`src/rtl/irq_redir_pkg.sv`:
```
package irq_redir_pkg;
  // low-word bit positions
  localparam int LO_MODE_LSB = 8;
  localparam int LO_POL_BIT  = 13;
  localparam int LO_RP_BIT   = 14;
  localparam int LO_TRIG_BIT = 15;
  localparam int LO_MASK_BIT = 16;
  localparam logic [7:0] SEL_VERSION = 8'h01;
  localparam logic [7:0] SEL_TABLE   = 8'h10;

  typedef struct packed {
    logic [7:0] vec;
    logic [2:0] mode;
    logic       pol;
    logic       trig;
    logic       mask;
  } ent_lo_t;

  function automatic ent_lo_t lo_from_word(input logic [31:0] w);
    ent_lo_t e;
    e.vec  = w[7:0];
    e.mode = w[LO_MODE_LSB +: 3];
    e.pol  = w[LO_POL_BIT];
    e.trig = w[LO_TRIG_BIT];
    e.mask = w[LO_MASK_BIT];
    return e;
  endfunction

  function automatic logic [31:0] lo_to_word(input ent_lo_t e, input logic rp);
    logic [31:0] w;
    w = '0;
    w[7:0] = e.vec;
    w[LO_MODE_LSB +: 3] = e.mode;
    w[LO_POL_BIT]  = e.pol;
    w[LO_RP_BIT]   = rp;
    w[LO_TRIG_BIT] = e.trig;
    w[LO_MASK_BIT] = e.mask;
    return w;
  endfunction
endpackage

```
`src/rtl/irq_pin_front.sv`:
```
module irq_pin_front #(
  parameter int NPINS = 24
) (
  input  logic             clk,
  input  logic             rst,
  input  logic [NPINS-1:0] pin_in,
  input  logic [NPINS-1:0] pol,
  output logic [NPINS-1:0] act,
  output logic [NPINS-1:0] rise
);
  logic [NPINS-1:0] s1_q, s2_q, prev_q;

  always_ff @(posedge clk) begin
    if (rst) begin
      s1_q   <= '0;
      s2_q   <= '0;
      prev_q <= '0;
    end else begin
      s1_q   <= pin_in;
      s2_q   <= s1_q;
      prev_q <= act;
    end
  end

  for (genvar g = 0; g < NPINS; g++) begin : g_pin
    assign act[g]  = s2_q[g] ^ pol[g];
    assign rise[g] = act[g] & ~prev_q[g];
  end
endmodule

```
`src/rtl/irq_lowest_pick.sv`:
```
module irq_lowest_pick #(
  parameter int NPINS = 24,
  localparam int PW = (NPINS > 1) ? $clog2(NPINS) : 1
) (
  input  logic [NPINS-1:0] req,
  input  logic             en,
  output logic [NPINS-1:0] grant,
  output logic             any,
  output logic [PW-1:0]    gidx
);
  always_comb begin
    grant = '0;
    any   = 1'b0;
    gidx  = '0;
    if (en) begin
      for (int i = NPINS - 1; i >= 0; i--) begin
        if (req[i]) begin
          grant    = '0;
          grant[i] = 1'b1;
          any      = 1'b1;
          gidx     = PW'(i);
        end
      end
    end
  end
endmodule

```
`src/rtl/irq_redirect_top.sv`:
```
module irq_redirect_top
  import irq_redir_pkg::*;
#(
  parameter int         NPINS   = 24,
  parameter logic [7:0] VERSION = 8'h21,
  localparam int PW = (NPINS > 1) ? $clog2(NPINS) : 1
) (
  input  logic             clk,
  input  logic             rst,
  input  logic [NPINS-1:0] irq_in,
  input  logic [7:0]       reg_sel,
  input  logic             reg_wr,
  input  logic [31:0]      reg_wdata,
  output logic [31:0]      reg_rdata,
  input  logic             eoi_wr,
  input  logic [7:0]       eoi_vec,
  output logic             msg_valid,
  input  logic             msg_ready,
  output logic [7:0]       msg_vector,
  output logic [2:0]       msg_mode,
  output logic [15:0]      msg_dest,
  output logic [PW-1:0]    msg_pin
);
  localparam logic [31:0] VER_WORD = {8'h00, 8'(NPINS - 1), 8'h00, VERSION};

  ent_lo_t          lo_q  [NPINS];
  logic [15:0]      hi_q  [NPINS];
  logic [15:0]      dst_q [NPINS];
  logic [NPINS-1:0] rirr_q, epend_q;
  logic [NPINS-1:0] pol_v, trig_v, mask_v, act, rise, req, grant, eoi_hit;
  logic [NPINS-1:0] lo_we, hi_we;
  logic             any, load;
  logic [PW-1:0]    gidx;

  // window decode
  logic [7:0]    sel_off;
  logic [6:0]    sel_idx;
  logic [PW-1:0] tidx;
  logic          is_tbl;
  assign sel_off = reg_sel - SEL_TABLE;
  assign sel_idx = sel_off[7:1];
  assign tidx    = sel_idx[PW-1:0];
  assign is_tbl  = (reg_sel >= SEL_TABLE) && (32'(sel_idx) < NPINS);

  irq_pin_front #(.NPINS(NPINS)) u_front (
    .clk(clk), .rst(rst), .pin_in(irq_in), .pol(pol_v), .act(act), .rise(rise)
  );

  assign load = !msg_valid || msg_ready;

  irq_lowest_pick #(.NPINS(NPINS)) u_pick (
    .req(req), .en(load), .grant(grant), .any(any), .gidx(gidx)
  );

  for (genvar g = 0; g < NPINS; g++) begin : g_ent
    assign pol_v[g]   = lo_q[g].pol;
    assign trig_v[g]  = lo_q[g].trig;
    assign mask_v[g]  = lo_q[g].mask;
    assign lo_we[g]   = reg_wr && is_tbl && !sel_off[0] && (tidx == PW'(g));
    assign hi_we[g]   = reg_wr && is_tbl &&  sel_off[0] && (tidx == PW'(g));
    assign eoi_hit[g] = eoi_wr && lo_q[g].trig && (lo_q[g].vec == eoi_vec);
    assign req[g]     = !mask_v[g] && (trig_v[g] ? (act[g] && !rirr_q[g]) : epend_q[g]);

    always_ff @(posedge clk) begin
      if (rst) begin
        lo_q[g]    <= '{vec: 8'h00, mode: 3'd0, pol: 1'b0, trig: 1'b0, mask: 1'b1};
        hi_q[g]    <= '0;
        dst_q[g]   <= '0;
        rirr_q[g]  <= 1'b0;
        epend_q[g] <= 1'b0;
      end else begin
        if (lo_we[g]) begin
          lo_q[g]  <= lo_from_word(reg_wdata);
          dst_q[g] <= hi_q[g];
        end
        if (hi_we[g]) hi_q[g] <= reg_wdata[31:16];
        if (grant[g] && trig_v[g])  rirr_q[g] <= 1'b1;
        else if (eoi_hit[g])        rirr_q[g] <= 1'b0;
        if (mask_v[g] || trig_v[g]) epend_q[g] <= 1'b0;
        else if (rise[g])           epend_q[g] <= 1'b1;
        else if (grant[g])          epend_q[g] <= 1'b0;
      end
    end


    rp_hold_chk: assert property (@(posedge clk) disable iff (rst)
      rirr_q[g] && !eoi_hit[g] |=> rirr_q[g]);

    rp_release_chk: assert property (@(posedge clk) disable iff (rst)
      rirr_q[g] && eoi_hit[g] |=> !rirr_q[g]);
  end

  // message output register
  always_ff @(posedge clk) begin
    if (rst) begin
      msg_valid  <= 1'b0;
      msg_vector <= '0;
      msg_mode   <= '0;
      msg_dest   <= '0;
      msg_pin    <= '0;
    end else if (load) begin
      msg_valid <= any;
      if (any) begin
        msg_vector <= lo_q[gidx].vec;
        msg_mode   <= lo_q[gidx].mode;
        msg_dest   <= dst_q[gidx];
        msg_pin    <= gidx;
      end
    end
  end

  // registered read port
  always_ff @(posedge clk) begin
    if (rst) reg_rdata <= '0;
    else if (reg_sel == SEL_VERSION) reg_rdata <= VER_WORD;
    else if (is_tbl)
      reg_rdata <= sel_off[0] ? {hi_q[tidx], 16'h0000} : lo_to_word(lo_q[tidx], rirr_q[tidx]);
    else reg_rdata <= '0;
  end


  rst_mask_chk: assert property (@(posedge clk) disable iff (rst)
    $past(rst) |-> (&mask_v) && !msg_valid);

  msg_hold_chk: assert property (@(posedge clk) disable iff (rst)
    msg_valid && !msg_ready |=> msg_valid && $stable({msg_vector, msg_mode, msg_dest, msg_pin}));

  grant_onehot_chk: assert property (@(posedge clk) disable iff (rst) $onehot0(grant));

  masked_grant_chk: assert property (@(posedge clk) disable iff (rst) (grant & mask_v) == '0);
endmodule

```
`config.mk`:
```
export PLATFORM = sky130hd
export DESIGN_NAME = irq_redirect_top
export DESIGN_NICKNAME = d
export VERILOG_FILES = /design/src/rtl/irq_redir_pkg.sv /design/src/rtl/irq_pin_front.sv /design/src/rtl/irq_lowest_pick.sv /design/src/rtl/irq_redirect_top.sv
export SDC_FILE = /design/constraint.sdc
export NUM_CORES = 2
export LEC_CHECK = 0
export ABC_CLOCK_PERIOD_IN_PS = 6900
export CAP_MARGIN = 0
export CORE_MARGIN = 2
export CORE_UTILIZATION = 55
export DETAILED_ROUTE_END_ITERATION = 16
export GPL_TIMING_DRIVEN = 1
export PLACE_DENSITY_LB_ADDON = 0.3
export SYNTH_ARGS = -nofsm -noshare
export SYNTH_HDL_FRONTEND = slang
export SYNTH_SLANG_ARGS = --single-unit
```
`constraint.sdc`:
```
create_clock -name clk -period 6.9 [get_ports clk]
set_input_delay 1.38 -clock clk [delete_from_list [all_inputs] [get_ports clk]]
set_output_delay 1.38 -clock clk [all_outputs]
set_load 0.05 [all_outputs]
```
==> flow_metrics.py <==
metrics = {
    "outcome": {
        "status": "finished clean",
    },
    "min_path": {
        "whs_path_depth": 1,
        "hold_class": "register to register",
    },
    "detailed_routing": {
        "drc": 0,
        "ant_nets": 0,
        "wl_per_cell_um": 29.6,
        "finalWirelength_mm": 191,
        "viasPerCell": 6.44,
        "drtIter0Drc": 6319,
        "via_count": 41500,
        "drt-pass1-iter-count": 6,
    },
    "global_routing": {
        "grt.overflow.total": 0,
        "grt_pass1_vias": 40400,
        "grt_antenna_before_repair": 11,
        "grt_pass1_wl_mm": 275,
        "track_usage_pct": 32.9,
        "grt_max_degree": 120,
    },
    "setup_path": {
        "cp_data_arrival_time_ns": 5.49,
        "crit_family": "simple AND/OR/NAND/NOR gates",
        "crit_fanout": 29,
        "cp.required_ns": 7.51,
        "cp_num_cells": 11,
        "critPathSlowestCell": "and2_2",
        "slowest_delay_ns": 0.77,
        "cp-start-kind": "register",
        "rr_worst_depth": 11,
        "path_class": "register to register",
        "end_kind": "register",
        "crit_chain": "xnor2_1, o32a_1, nand4_1, a2111oi_2, or3_1, buf_4, and2_2, buf_4, a32oi_1, a32oi_1, nand3_1",
        "worst-path-buf-inv": 2,
        "reg2reg_slack_ns": 2.02,
    },
    "yosys": {
        "yosysTopAreaCell": "edfxtp_1",
        "ys_ff_latch": 1287,
        "syn_avg_cell_area_um2": 12.8,
        "synthTopCellsByArea": "edfxtp_1 (54%), and2_1 (12%), mux4_2 (7.9%), dfxtp_1 (5.9%), nand2_1 (2.7%)",
        "synth_seq_area_share_pct": 59.6,
        "synth_most_common_cell": "and2_1",
        "synthCells": 4819,
        "async_reset_ff_share_pct": 0,
        "synth_ff_type": "edfxtp_1",
        "yosys_warnings": 0,
        "netlist_top_cells_count": "and2_1 (1,138), edfxtp_1 (1,104), nand2_1 (443)",
        "yosys.area.top_type_share_pct": 53.7,
        "ys_types": 68,
        "synth_edf_count": 1104,
        "syn_area_um2": 61800,
    },
    "cts": {
        "cts-htree-levels": 4,
        "cts.sinks": 1287,
        "clk_latency_ns": 0.76,
        "cts_resized": 0,
        "hold_buffers": 0,
        "postCtsSetupBuffers": 0,
        "root_buffer": "clkbuf_16",
        "numCtsBuffers": 137,
        "cts_tree": "yes",
        "clk_path_buf_depth": 3,
        "path_clk_slew_ns": 0.06,
    },
    "power_and_ir_drop": {
        "p_int_uw": 14200,
        "ir_drop_mv": 0.255,
        "clock_power_share_pct": 38.8,
        "pwr-share-seq_pct": 46.9,
        "power_leakage_uw": 0.0246,
        "p_per_area_nw_per_um2": 280,
        "p_sw_uw": 5280,
        "netSwitchingFraction_pct": 27.2,
        "p_comb_share_pct": 14.3,
    },
    "timing": {
        "relSlewSlack_pct": 4.08,
        "setup_viol": 0,
        "maxSlewViolCount": 0,
        "final.setup.worst_slack_ns": 2.02,
        "tightest_slew_ns": 1.43,
        "rsz0062_at_grt": "no",
        "fmax_ghz": 0.205,
        "fin_crit_sh_pct": 70.7,
        "finalHoldViolations": 0,
        "post-route-min-period_ns": 4.88,
        "tns_ns": 0,
        "skew_ns": 0.0319,
    },
    "layout": {
        "final_core_utilization_pct": 62.6,
        "areaGrowthSynthToFinish_pct": 12.5,
        "drive_gt1_share_pct": 13.6,
        "nets": 4923,
    },
    "job": {
        "cap_viol_max_count": 0,
    },
    "placement": {
        "globalplace.congestion": 0.976,
        "io_buffer_count": 136,
        "dp_slack_ns": 1.51,
        "dp_hpwl_mm": 122,
    },
    "floorplan": {
        "dieWidth_um": 339,
        "pin_count": 142,
        "die_area_um2": 115000,
        "fp.dieH_um": 339,
        "core_area_um2": 111000,
        "start_util_pct": 55.7,
        "placementRows": 122,
    },
}
-- power groups by stage --
stage / registers [uW] / logic, uW / clock network, uW
after floorplan: 9280 / 1590 / 0
after global routing: 9130 / 2880 / 7860
final: 9110 / 2790 / 7530
after detailed placement: 9240 / 2720 / 0
after global placement: 9230 / 2690 / 0
after CTS: 9080 / 2730 / 7540
-- state kept, by name, summed over array words and instances, names as in the netlist --
signal          count
msg_valid           1
u_front.prev_q     24
u_front.s1_q       24
dst_q             384
lo_q              336
epend_q            24
msg_dest           16
msg_mode            3
rirr_q             24
reg_rdata          30
u_front.s2_q       24
msg_vector          8
msg_pin             5
hi_q              384
-- kinds of logic after synthesis --
group / share of synthesized area, %
compound gates: 5.79
fa+ha+maj: 0.0405
xor+xnor: 3.09
simple gates: 18.8
other cells: 0.00607
flops: 59.6
buf+inv: 2.96
mux: 9.76
-- path summary, 6_finish.rpt --
kind	from	end
setup / recovery	lo_q[5][2]	msg_vector[4]
hold / removal	u_front.s1_q[0]	u_front.s2_q[0]
setup reg to reg	lo_q[5][2]	msg_vector[4]
hold reg to reg	u_front.s1_q[0]	u_front.s2_q[0]
-- through the flow --
stage	cells	power [uW]	instance area, um^2	hold slack [ns]
floorplan	4820	10900	61800	0.414
global placement	6193	11900	64900	0.425
detailed placement	6193	12000	64900	0.425
CTS	6444	19400	69500	0.448
global route	6444	19900	69500	0.458
finish	6449	19400	69500	0.443
-- final cells by class --
cell class | count | area [um^2]
Inverter | 26 | 97.6
Clock buffer | 187 | 3930
Timing Repair Buffer | 280 | 2570
Clock inverter | 64 | 672
Sequential cell | 1287 | 36800
Multi-Input combinational cell | 3112 | 23500
Antenna cell | 5 | 12.5
Fill cell | 8257 | 41500
Tap cell | 1488 | 1860
-- worst reg2reg max path: stages, from the launching register on --
cell       delay (ns)
edfxtp_1         0.46
xnor2_1          0.40
o32a_1           0.32
nand4_1          0.40
a2111oi_2        0.53
or3_1            0.19
buf_4            0.52
and2_2           0.80
buf_4            0.43
a32oi_1          0.15
a32oi_1          0.44
nand3_1          0.12
-- layer usage --
metal  part of all wire (%)  up-vias  global-route usage, %
li1                       -    17600                      -
met1                     36    20500                   44.1
met2                     46     2914                   51.3
met3                     12      513                   7.10
met4                    5.2       14                   15.9
met5                  0.039        -                      0
-- placed cells by master (no fill, tap or decap), drive strengths merged, types with 16 or more instances in the layout --
cell type	instances
buf	148
a21oi	77
a211oi	56
o21bai	48
dfxtp	183
nand4	67
o41ai	25
edfxtp	1104
o21ai	35
o32a	20
or3b	24
mux2i	113
o32ai	16
nor2b	53
inv	30
a32oi	106
mux4	217
or3	26
nand2	443
xnor2	57
clkbuf	188
nor4	51
clkinv	46
nand3	103
a311oi	52
clkdlybuf4s50	131
nor2	157
xor2	160
and2	1138
Power figures use the tool's default switching activity.
